===== src/rtl/mbf_pkg.sv =====
package mbf_pkg;
    typedef enum logic [1:0] {
        P_OPEN = 2'd0,
        P_FILL = 2'd1,
        P_FULL = 2'd2
    } prod_state_e;

    typedef enum logic {
        C_IDLE  = 1'b0,
        C_DRAIN = 1'b1
    } cons_state_e;

    function automatic int unsigned idx_width(input int unsigned n);
        return (n > 1) ? $clog2(n) : 1;
    endfunction
endpackage


===== src/rtl/mbf_store.sv =====
module mbf_store import mbf_pkg::*; #(
    parameter int unsigned DATA_W    = 8,
    parameter int unsigned BUF_BYTES = 16,
    parameter int unsigned BUF_COUNT = 4,
    localparam int unsigned IDX_W = idx_width(BUF_COUNT),
    localparam int unsigned OFF_W = idx_width(BUF_BYTES),
    localparam int unsigned LEN_W = $clog2(BUF_BYTES + 1)
) (
    input  logic              clk,
    input  logic              wr_en,
    input  logic [IDX_W-1:0]  wr_buf,
    input  logic [OFF_W-1:0]  wr_off,
    input  logic [DATA_W-1:0] wr_data,
    input  logic              len_we,
    input  logic [LEN_W-1:0]  len_val,
    input  logic [IDX_W-1:0]  rd_buf,
    input  logic [OFF_W-1:0]  rd_off,
    output logic [DATA_W-1:0] rd_data,
    output logic [LEN_W-1:0]  rd_len
);
    localparam int unsigned DEPTH  = BUF_COUNT * BUF_BYTES;
    localparam int unsigned ADDR_W = idx_width(DEPTH);

    logic [DATA_W-1:0] mem   [DEPTH];
    logic [LEN_W-1:0]  len_q [BUF_COUNT];
    logic [ADDR_W-1:0] wr_addr;
    logic [ADDR_W-1:0] rd_addr;

    // flat address = buffer index * buffer size + offset
    assign wr_addr = ADDR_W'(wr_buf) * ADDR_W'(BUF_BYTES) + ADDR_W'(wr_off);
    assign rd_addr = ADDR_W'(rd_buf) * ADDR_W'(BUF_BYTES) + ADDR_W'(rd_off);

    always_ff @(posedge clk) begin
        if (wr_en) begin
            mem[wr_addr] <= wr_data;
        end
    end

    // byte count recorded when a buffer is committed
    always_ff @(posedge clk) begin
        if (len_we) begin
            len_q[wr_buf] <= len_val;
        end
    end

    assign rd_data = mem[rd_addr];
    assign rd_len  = len_q[rd_buf];
endmodule


===== src/rtl/mbf_prod_ctl.sv =====
module mbf_prod_ctl import mbf_pkg::*; #(
    parameter int unsigned BUF_BYTES = 16,
    parameter int unsigned BUF_COUNT = 4,
    localparam int unsigned IDX_W = idx_width(BUF_COUNT),
    localparam int unsigned OFF_W = idx_width(BUF_BYTES),
    localparam int unsigned LEN_W = $clog2(BUF_BYTES + 1),
    localparam int unsigned CNT_W = $clog2(BUF_COUNT + 1)
) (
    input  logic             clk,
    input  logic             rst,
    input  logic             in_valid,
    input  logic             in_last,
    input  logic [CNT_W-1:0] cnt_next,
    output logic             accept,
    output logic             commit,
    output logic [IDX_W-1:0] wr_buf,
    output logic [OFF_W-1:0] wr_off,
    output logic [LEN_W-1:0] commit_len,
    output logic             nak
);
    prod_state_e state_q;
    prod_state_e state_d;
    logic        at_end;
    logic        full_next;

    assign at_end    = (wr_off == OFF_W'(BUF_BYTES - 1));
    assign full_next = (cnt_next == CNT_W'(BUF_COUNT));

    // state register
    always_ff @(posedge clk) begin
        if (rst) begin
            state_q <= P_OPEN;
        end else begin
            state_q <= state_d;
        end
    end

    // transitions
    always_comb begin
        state_d = state_q;
        unique case (state_q)
            P_OPEN: begin
                if (full_next)               state_d = P_FULL;
                else if (accept && !commit)  state_d = P_FILL;
            end
            P_FILL: begin
                if (full_next)               state_d = P_FULL;
                else if (commit)             state_d = P_OPEN;
            end
            P_FULL: begin
                if (!full_next)              state_d = P_OPEN;
            end
            default:                         state_d = P_OPEN;
        endcase
    end

    // outputs
    always_comb begin
        nak        = (state_q == P_FULL);
        accept     = in_valid && (state_q != P_FULL);
        commit     = accept && (in_last || at_end);
        commit_len = LEN_W'(wr_off) + LEN_W'(1);
    end

    // write pointer
    always_ff @(posedge clk) begin
        if (rst) begin
            wr_buf <= '0;
            wr_off <= '0;
        end else if (commit) begin
            wr_off <= '0;
            wr_buf <= (wr_buf == IDX_W'(BUF_COUNT - 1)) ? '0 : wr_buf + IDX_W'(1);
        end else if (accept) begin
            wr_off <= wr_off + OFF_W'(1);
        end
    end


    full_no_partial_chk: assert property (@(posedge clk) disable iff (rst)
        (state_q == P_FULL) |-> (wr_off == '0));
endmodule


===== src/rtl/mbf_cons_ctl.sv =====
module mbf_cons_ctl import mbf_pkg::*; #(
    parameter int unsigned BUF_BYTES = 16,
    parameter int unsigned BUF_COUNT = 4,
    localparam int unsigned IDX_W = idx_width(BUF_COUNT),
    localparam int unsigned OFF_W = idx_width(BUF_BYTES),
    localparam int unsigned LEN_W = $clog2(BUF_BYTES + 1),
    localparam int unsigned CNT_W = $clog2(BUF_COUNT + 1)
) (
    input  logic             clk,
    input  logic             rst,
    input  logic             out_ready,
    input  logic [CNT_W-1:0] cnt_next,
    input  logic [LEN_W-1:0] rd_len,
    output logic             out_valid,
    output logic             out_eob,
    output logic             release_buf,
    output logic [IDX_W-1:0] rd_buf,
    output logic [OFF_W-1:0] rd_off
);
    cons_state_e state_q;
    cons_state_e state_d;
    logic        last_byte;
    logic        fire;

    assign last_byte = ((LEN_W'(rd_off) + LEN_W'(1)) == rd_len);

    // state register
    always_ff @(posedge clk) begin
        if (rst) begin
            state_q <= C_IDLE;
        end else begin
            state_q <= state_d;
        end
    end

    // transitions
    always_comb begin
        state_d = state_q;
        unique case (state_q)
            C_IDLE:  if (cnt_next != '0) state_d = C_DRAIN;
            C_DRAIN: if (cnt_next == '0) state_d = C_IDLE;
            default: state_d = C_IDLE;
        endcase
    end

    // outputs
    always_comb begin
        out_valid   = (state_q == C_DRAIN);
        fire        = out_valid && out_ready;
        out_eob     = out_valid && last_byte;
        release_buf = fire && last_byte;
    end

    // read pointer
    always_ff @(posedge clk) begin
        if (rst) begin
            rd_buf <= '0;
            rd_off <= '0;
        end else if (fire) begin
            if (last_byte) begin
                rd_off <= '0;
                rd_buf <= (rd_buf == IDX_W'(BUF_COUNT - 1)) ? '0 : rd_buf + IDX_W'(1);
            end else begin
                rd_off <= rd_off + OFF_W'(1);
            end
        end
    end


    hold_when_stalled_chk: assert property (@(posedge clk) disable iff (rst)
        (out_valid && !out_ready) |=> (out_valid && $stable(rd_off) && $stable(rd_buf)));


    offset_in_length_chk: assert property (@(posedge clk) disable iff (rst)
        out_valid |-> (LEN_W'(rd_off) < rd_len));
endmodule


===== src/rtl/mbf_thread_flag.sv =====
module mbf_thread_flag import mbf_pkg::*; #(
    parameter int unsigned NUM_THR = 4,
    parameter int unsigned BACKED  = 1,
    localparam int unsigned SEL_W = idx_width(NUM_THR)
) (
    input  logic [SEL_W-1:0]  thr_sel,
    input  logic [BACKED-1:0] backed_empty,
    output logic              sel_empty
);
    logic [NUM_THR-1:0] empties;

    for (genvar t = 0; t < NUM_THR; t++) begin : g_thr
        if (t < BACKED) begin : g_backed
            assign empties[t] = backed_empty[t];
        end else begin : g_unbacked
            assign empties[t] = 1'b1;
        end
    end

    assign sel_empty = empties[thr_sel];
endmodule


===== src/rtl/mbf_commit_fifo.sv =====
module mbf_commit_fifo import mbf_pkg::*; #(
    parameter int unsigned DATA_W    = 8,
    parameter int unsigned BUF_BYTES = 16,
    parameter int unsigned BUF_COUNT = 4,
    parameter int unsigned NUM_THR   = 4,
    localparam int unsigned THR_W = idx_width(NUM_THR)
) (
    input  logic              clk,
    input  logic              rst,
    input  logic              prod_valid,
    input  logic [DATA_W-1:0] prod_data,
    input  logic              prod_last,
    output logic              prod_nak,
    input  logic              cons_ready,
    output logic              cons_valid,
    output logic [DATA_W-1:0] cons_data,
    output logic              cons_eob,
    input  logic [THR_W-1:0]  thr_addr,
    output logic              thr_empty
);
    localparam int unsigned IDX_W = idx_width(BUF_COUNT);
    localparam int unsigned OFF_W = idx_width(BUF_BYTES);
    localparam int unsigned LEN_W = $clog2(BUF_BYTES + 1);
    localparam int unsigned CNT_W = $clog2(BUF_COUNT + 1);

    logic             accept;
    logic             commit;
    logic             release_buf;
    logic [IDX_W-1:0] wr_buf;
    logic [OFF_W-1:0] wr_off;
    logic [LEN_W-1:0] commit_len;
    logic [IDX_W-1:0] rd_buf;
    logic [OFF_W-1:0] rd_off;
    logic [LEN_W-1:0] rd_len;
    logic [CNT_W-1:0] cnt_q;
    logic [CNT_W-1:0] cnt_d;

    // committed-but-unreleased buffer count
    assign cnt_d = cnt_q + CNT_W'(commit) - CNT_W'(release_buf);

    always_ff @(posedge clk) begin
        if (rst) begin
            cnt_q <= '0;
        end else begin
            cnt_q <= cnt_d;
        end
    end

    mbf_prod_ctl #(.BUF_BYTES(BUF_BYTES), .BUF_COUNT(BUF_COUNT)) u_prod (
        .clk        (clk),
        .rst        (rst),
        .in_valid   (prod_valid),
        .in_last    (prod_last),
        .cnt_next   (cnt_d),
        .accept     (accept),
        .commit     (commit),
        .wr_buf     (wr_buf),
        .wr_off     (wr_off),
        .commit_len (commit_len),
        .nak        (prod_nak)
    );

    mbf_store #(.DATA_W(DATA_W), .BUF_BYTES(BUF_BYTES), .BUF_COUNT(BUF_COUNT)) u_store (
        .clk     (clk),
        .wr_en   (accept),
        .wr_buf  (wr_buf),
        .wr_off  (wr_off),
        .wr_data (prod_data),
        .len_we  (commit),
        .len_val (commit_len),
        .rd_buf  (rd_buf),
        .rd_off  (rd_off),
        .rd_data (cons_data),
        .rd_len  (rd_len)
    );

    mbf_cons_ctl #(.BUF_BYTES(BUF_BYTES), .BUF_COUNT(BUF_COUNT)) u_cons (
        .clk         (clk),
        .rst         (rst),
        .out_ready   (cons_ready),
        .cnt_next    (cnt_d),
        .rd_len      (rd_len),
        .out_valid   (cons_valid),
        .out_eob     (cons_eob),
        .release_buf (release_buf),
        .rd_buf      (rd_buf),
        .rd_off      (rd_off)
    );

    mbf_thread_flag #(.NUM_THR(NUM_THR), .BACKED(1)) u_flag (
        .thr_sel      (thr_addr),
        .backed_empty (!cons_valid),
        .sel_empty    (thr_empty)
    );


    count_bound_chk: assert property (@(posedge clk) disable iff (rst)
        cnt_q <= CNT_W'(BUF_COUNT));


    nak_matches_count_chk: assert property (@(posedge clk) disable iff (rst)
        prod_nak == (cnt_q == CNT_W'(BUF_COUNT)));


    empty_follows_count_chk: assert property (@(posedge clk) disable iff (rst)
        (thr_addr == '0) |-> (thr_empty == (cnt_q == '0)));


    release_frees_chk: assert property (@(posedge clk) disable iff (rst)
        (cons_valid && cons_ready && cons_eob && !commit) |=> (cnt_q == $past(cnt_q) - CNT_W'(1)));
endmodule


===== config.mk =====
export PLATFORM = sky130hd
export DESIGN_NAME = mbf_commit_fifo
export DESIGN_NICKNAME = d
export VERILOG_FILES = /design/src/rtl/mbf_pkg.sv /design/src/rtl/mbf_store.sv /design/src/rtl/mbf_prod_ctl.sv /design/src/rtl/mbf_cons_ctl.sv /design/src/rtl/mbf_thread_flag.sv /design/src/rtl/mbf_commit_fifo.sv
export SDC_FILE = /design/constraint.sdc
export NUM_CORES = 1
export LEC_CHECK = 0
export CAP_MARGIN = 20
export CORE_MARGIN = 3
export CORE_UTILIZATION = 55
export CTS_BUF_LIST = sky130_fd_sc_hd__clkbuf_4 sky130_fd_sc_hd__clkbuf_8
export DETAILED_ROUTE_END_ITERATION = 16
export HOLD_SLACK_MARGIN = 0.05
export PLACE_DENSITY = 0.71
export REMOVE_ABC_BUFFERS = 1
export SLEW_MARGIN = 40
export SYNTH_ARGS = -nofsm -noshare
export SYNTH_HDL_FRONTEND = slang
export SYNTH_SLANG_ARGS = --single-unit
export TNS_END_PERCENT = 100

===== constraint.sdc =====
create_clock -name clk -period 4.25 [get_ports clk]
set_input_delay 0.85 -clock clk [delete_from_list [all_inputs] [get_ports clk]]
set_output_delay 0.85 -clock clk [all_outputs]
set_load 0.1 [all_outputs]

# After elaboration in Yosys (flattened, before gate mapping)

Memory sizes are Yosys's and may differ from the RTL's. A register that Yosys moved wholly into a read port is not among the register bits.
Index checks and enable logic that the tools add are counted.

Register bits after elaboration: 18
Output and inout port bits: 12
RAM bits: 532
Memories: 2
Bits of input ports: 15

Mux-type cells: 20
Bitwise gates (word level): 1
Add/sub/neg operators: 10
Reduce and logical (&&, ||, !) cells: 15
Equal/unequal tests: 11
$lt $le $gt $ge: 1

Memory list:

| name          | depth | width | read ports | clocked after Yosys merged registers in | write ports | RTL line        | RTL |
|---|---|---|---|---|---|---|---|
| u_store.mem   | 64    | 8     | 1          | 0                                       | 1           | mbf_store.sv:24 | `logic [DATA_W-1:0] mem [DEPTH];` |
| u_store.len_q | 4     | 5     | 1          | 1                                       | 1           | mbf_store.sv:25 | `logic [LEN_W-1:0] len_q [BUF_COUNT];` |

Operators with widths:

| kind                                                                     | number |
|---|---|
| 2-bit two-way mux                                                        | 9 |
| 6-bit by 4-bit adder with 6-bit output                                   | 2 |
| 4-bit by 1-bit adder with 5-bit output (second input constant)           | 2 |
| 4-bit by 1-bit adder with 4-bit output (second input constant)           | 2 |
| 1-bit two-way mux                                                        | 7 |
| 2-bit == test (second input constant)                                    | 3 |
| 1-bit logical AND                                                        | 6 |
| 2-bit case mux with 3 select lines                                       | 1 |
| 5-bit == test                                                            | 1 |
| 2-bit by 1-bit adder with 2-bit output (second input constant)           | 2 |
| 4-bit == test (second input constant)                                    | 1 |
| 4-bit two-way mux                                                        | 1 |
| 2-bit inequality test (second input constant)                            | 2 |
| 3-bit by 1-bit adder with 3-bit output                                   | 1 |
| 3-bit == test (second input constant)                                    | 1 |
| 3-bit zero test                                                          | 1 |
| 2-bit by 3-bit < comparator with 1-bit output (second input constant)    | 1 |
| 3-bit by 1-bit inequality test with 1-bit output (second input constant) | 1 |
| 3-bit by 2-bit inequality test with 1-bit output (second input constant) | 1 |
| 3-bit AND reduction                                                      | 1 |
| 3-bit nonzero test                                                       | 1 |
| 3-bit by 1-bit subtractor with 3-bit output                              | 1 |
| 1-bit binary-select mux with 2-bit select                                | 1 |
| 2-bit by 1-bit == test with 1-bit output (second input constant)         | 1 |
| other kinds (7)                                                          | 8 |

# Logic depth before layout (Yosys ltp)

Word-level depth: 8
Depth in mapped cells: 15

# Cells and area by module

A second synthesis with hierarchy kept.

Cell total of the unflattened synthesis: 1059
Area total of the unflattened synthesis: 21703.3 um^2

Modules (own cells, without submodules):

| module          | times used | seq. area each (um^2) | area each (um^2) | cells each |
|---|---|---|---|---|
| mbf_store       | 1          | 15975.3               | 20636.0          | 943 |
| mbf_prod_ctl    | 1          | 160.2                 | 459.2            | 49 |
| mbf_cons_ctl    | 1          | 140.1                 | 424.2            | 48 |
| mbf_commit_fifo | 1          | 60.1                  | 177.7            | 18 |
| mbf_thread_flag | 1          | 0.0                   | 6.3              | 1 |

# Worst setup path before layout

No wires, ideal clock.

Kind: register to output
Start point: reg u_cons.rd_off[0]
End point: out cons_data[3]
Slack: -291 ps
Required time: 3400 ps
Cell stages (with the launch flop): 9
Arrival: 3691 ps
Path through: dfxtp_1 > buf_6 > buf_4 > buf_4 > buf_4 > mux2i_1 > o22ai_1 > a2111oi_0 > o31ai_1

Longest elaborated chain between the ends: 2

Ends and longest elaborated chain:

| item                                   | RTL line              | RTL |
|---|---|---|
| start: declaration                     | mbf_cons_ctl.sv:18    | `output logic [OFF_W-1:0] rd_off` |
| start signal: assignment               | mbf_cons_ctl.sv:64    | `rd_off <= rd_off + OFF_W'(1);` |
| 6-bit by 4-bit adder with 6-bit output | mbf_store.sv:31       | `assign rd_addr = ADDR_W'(rd_buf) * ADDR_W'(BUF_BYTES) + ADDR_W'(rd_off);` |
| memory 64 x 8 bit                      | n/a                   |  |
| end: declaration                       | mbf_commit_fifo.sv:16 | `output logic [DATA_W-1:0] cons_data,` |

No other way between the ends.

# Worst setup path in the final report

Start point: reg u_cons.rd_off[0]
End point: out cons_data[2]

Same word-level chain as after synthesis.

==> flow_metrics.env <==
export IMPL_outcome="finished, final reports clean"
export IMPL_drive_gt1_share_pct=30.0
export IMPL_slowest_delay_ns=0.59
export IMPL_antenna_left=0
export IMPL_die_y_um=205
export IMPL_drt_total_wl_mm=47.5
export IMPL_worst_ep_required_time_ns=3.40
export IMPL_grt_pass1_vias=11400
export IMPL_finalHoldViolCount=0
export IMPL_io_buffers=26
export IMPL_fin_nets=1239
export IMPL_rsz0062_at_grt="no"
export IMPL_hold_ws_ns=0.484
export IMPL_syn_inst=1090
export IMPL_synth_top_cells_by_area="edfxtp_1, mux4_2, mux2i_1"
export IMPL_grt_max_degree=65
export IMPL_crit_fanout=13
export IMPL_p_clk_share_pct=37.5
export IMPL_io_pins=27
export IMPL_max_freq_mhz=242
export IMPL_cts_htree_levels=3
export IMPL_setup_viol=0
export IMPL_cp_top_family="compound AO/OA/AOI/OAI gates"
export IMPL_fin_worst_skew_ns=0.0266
export IMPL_synth_area_mm2=0.0218
export IMPL_ys_seq_area_share_pct=75.0
export IMPL_avgSynthCellArea_um2=20.0
export IMPL_ir_drop_v=0.000286
export IMPL_die_width_um=205
export IMPL_power_share_sequential_pct=51.8
export IMPL_insertion_delay_ns=0.63
export IMPL_netSwitchingPower_mw=2.75
export IMPL_wire_per_inst_um=26.4
export IMPL_final_util_pct=63.8
export IMPL_worstSetupEndpointType="output pin"
export IMPL_gr_usage_all_layers_pct=23.4
export IMPL_synth_top_cell_by_area="edfxtp_1"
export IMPL_firstDrtPassIters=5
export IMPL_slowest_stage="a2111oi_0"
export IMPL_antenna_found_initial=1
export IMPL_grt_ovfl_total=0
export IMPL_max_cap_violations=0
export IMPL_ctsLongestPathBuffers=3
export IMPL_power_mw=11.7
export IMPL_cp_arrival_ns=3.28
export IMPL_synth_seq_cells=552
export IMPL_dp_slack_ns=0.526
export IMPL_async_flop_share_pct=0
export IMPL_finalCriticalPeriod_ns=4.13
export IMPL_grt_pass1_wl_mm=71.7
export IMPL_min_path_type="reg -> reg"
export IMPL_drtIter0Drc=1213
export IMPL_dp_hpwl_mm=28.8
export IMPL_slew_violations=0
export IMPL_cts_sinks=552
export IMPL_p_leak_nw=7.75
export IMPL_synth_top_flop_cell="edfxtp_1"
export IMPL_antennaDiodeCount=0
export IMPL_path_clk_slew_ns=0.06
export IMPL_via_per_inst=6.15
export IMPL_rows=72
export IMPL_fin_cells=1802
export IMPL_switching_share_pct=23.6
export IMPL_dieArea_mm2=0.0421
export IMPL_pwr_share_comb_pct=10.7
export IMPL_crit_chain="buf_4 > buf_16 > mux4_2 > mux2i_1 > nor2_1 > a2111oi_0 > o31ai_1 > buf_12"
export IMPL_path_buf_inv=3
export IMPL_p_int_mw=8.92
export IMPL_min_period_over_period_pct=97.2
export IMPL_placeableCoreArea_mm2=0.0389
export IMPL_worst_slew_pin_slew_ns=0.816
export IMPL_synth_most_common_cell="edfxtp_1"
export IMPL_cts_tree="yes"
export IMPL_synth_common_cells="edfxtp_1, mux4_2, nor2_1"
export IMPL_relSlewSlack_pct=45.4
export IMPL_root_buffer="clkbuf_8"
export IMPL_fin_tns_setup_ns=0
export IMPL_num_vias=11100
export IMPL_synth_edf_count=532
export IMPL_numCtsBuffers=87
export IMPL_dpl_cell_area_mm2=0.0230
export IMPL_area_growth_pct=13.7
export IMPL_route_detailed_drc=0
export IMPL_synth_top_cell_area_share_pct=73.2
export IMPL_ys_types=54
export IMPL_start_kind="flip-flop"
export IMPL_finalWorstSetupSlack_ns=0.121
export IMPL_yosysWarningCount=0
export IMPL_postCtsHoldBufs=0
export IMPL_place_gp_congestion=0.782
export IMPL_start_util_pct=56.1
export IMPL_critPathKind="reg -> out"
export IMPL_powerDensity_mw_per_mm2=470
export IMPL_dp_cells=1633
export IMPL_final_cell_area_mm2=0.0248
## state kept, by name (all words and copies together), names as in the netlist, named ones only
signal            cells
cnt_q                 3
u_cons.out_valid      1
u_cons.rd_buf         2
u_cons.rd_off         4
u_prod.state_q        2
u_prod.wr_buf         2
u_prod.wr_off         4
u_store.len_q        20
u_store.mem         512
## metal layers
| layer | GRT usage, % | share of wire [%] | vias to the layer above |
|---|---|---|---|
| met5 | 0 | 0.021 | - |
| met4 | 8.13 | 2.3 | 2 |
| met3 | 6.26 | 9.6 | 73 |
| met2 | 35.4 | 48 | 518 |
| met1 | 33.8 | 40 | 5734 |
| li1 | - | - | 4747 |
## worst paths after layout
path / startpoint / end / slack (ns) / depth (start not counted)
max: u_cons.rd_off[0] / cons_data[2] / 0.12 / 8
min: u_prod.state_q[1] / u_prod.state_q[1] / 0.48 / 1
min reg2reg: u_prod.state_q[1] / u_prod.state_q[1] / 0.48 / 1
max reg2reg: u_cons.rd_off[2] / u_prod.state_q[1] / 0.76 / 13
## repair_timing
item / in CTS / in global routing
resized for setup: 0 / 2
cloned: 0 / 0
endpoints found under the setup margin: 8 / 5
buffers inserted: 2 / 8
## worst register-to-register path, delay by kind of cell, from the launching register on
family / cells / cell delay, ns
adders and majority gates: 3 / 0.76
DFF: 1 / 0.66
and+or+nand+nor: 4 / 0.65
xor gates and xnor gates: 2 / 0.51
AOI/OAI and AO/OA: 2 / 0.47
buffers and inverters: 2 / 0.32
## logic make-up (layout without fill, tap and decap cells)
group           after synthesis  count (layout)  share of synthesized area [%]
compound gates               91              91                           2.84
xor+xnor                      8               8                          0.321
fa+ha+maj                    10              10                          0.607
buf+inv                      76             270                           1.90
flops                       552             552                           75.0
mux                         192             192                           16.0
simple gates                161             161                           3.34
## placed cells by master, fill, tap and decap left out, types with 3 or more instances in the layout
| cell type | instances |
|---|---|
| dfxtp_1 | 16 |
| a31oi_1 | 8 |
| dfxtp_4 | 4 |
| a21oi_1 | 15 |
| and3_1 | 8 |
| nor2b_1 | 6 |
| and2_1 | 6 |
| inv_2 | 3 |
| buf_4 | 69 |
| a2111oi_0 | 7 |
| o31ai_1 | 6 |
| o21ai_0 | 9 |
| nand2_1 | 24 |
| clkinv_1 | 19 |
| nor2_1 | 62 |
| buf_2 | 5 |
| xnor2_1 | 4 |
| o22ai_1 | 8 |
| mux2i_1 | 63 |
| xor2_1 | 4 |
| inv_1 | 12 |
| or3_1 | 4 |
| nor3_1 | 5 |
| clkbuf_4 | 25 |
| o21ai_1 | 10 |
| o211ai_1 | 3 |
| clkinv_2 | 17 |
| o221ai_1 | 11 |
| edfxtp_1 | 532 |
| clkbuf_8 | 94 |
| ha_1 | 9 |
| mux4_2 | 125 |
| nor2_2 | 18 |
| nand3_1 | 18 |
| clkdlybuf4s50_1 | 6 |
| buf_12 | 14 |
## power by group through the flow
| stage | sequential [mW] | combinational (mW) | clock, mW |
|---|---|---|---|
| 2_1_floorplan | 6.27 | 0.760 | 0 |
| 3_3_place_gp | 6.17 | 1.20 | 0 |
| 3_5_place_dp | 6.17 | 1.21 | 0 |
| 4_1_cts | 6.05 | 1.24 | 4.45 |
| 5_1_grt | 6.04 | 1.33 | 4.73 |
| 6_report | 6.04 | 1.25 | 4.37 |
## final cells by class
cell class | count | area [um^2]
flip-flops and latches | 552 | 16400
clock buffers | 119 | 1480
repair buffers | 96 | 926
well taps | 518 | 648
clock inverters | 40 | 234
fillers | 2662 | 14100
multi-input cells | 462 | 5090
inverters | 15 | 56.3
Power figures use the tool's default switching activity.
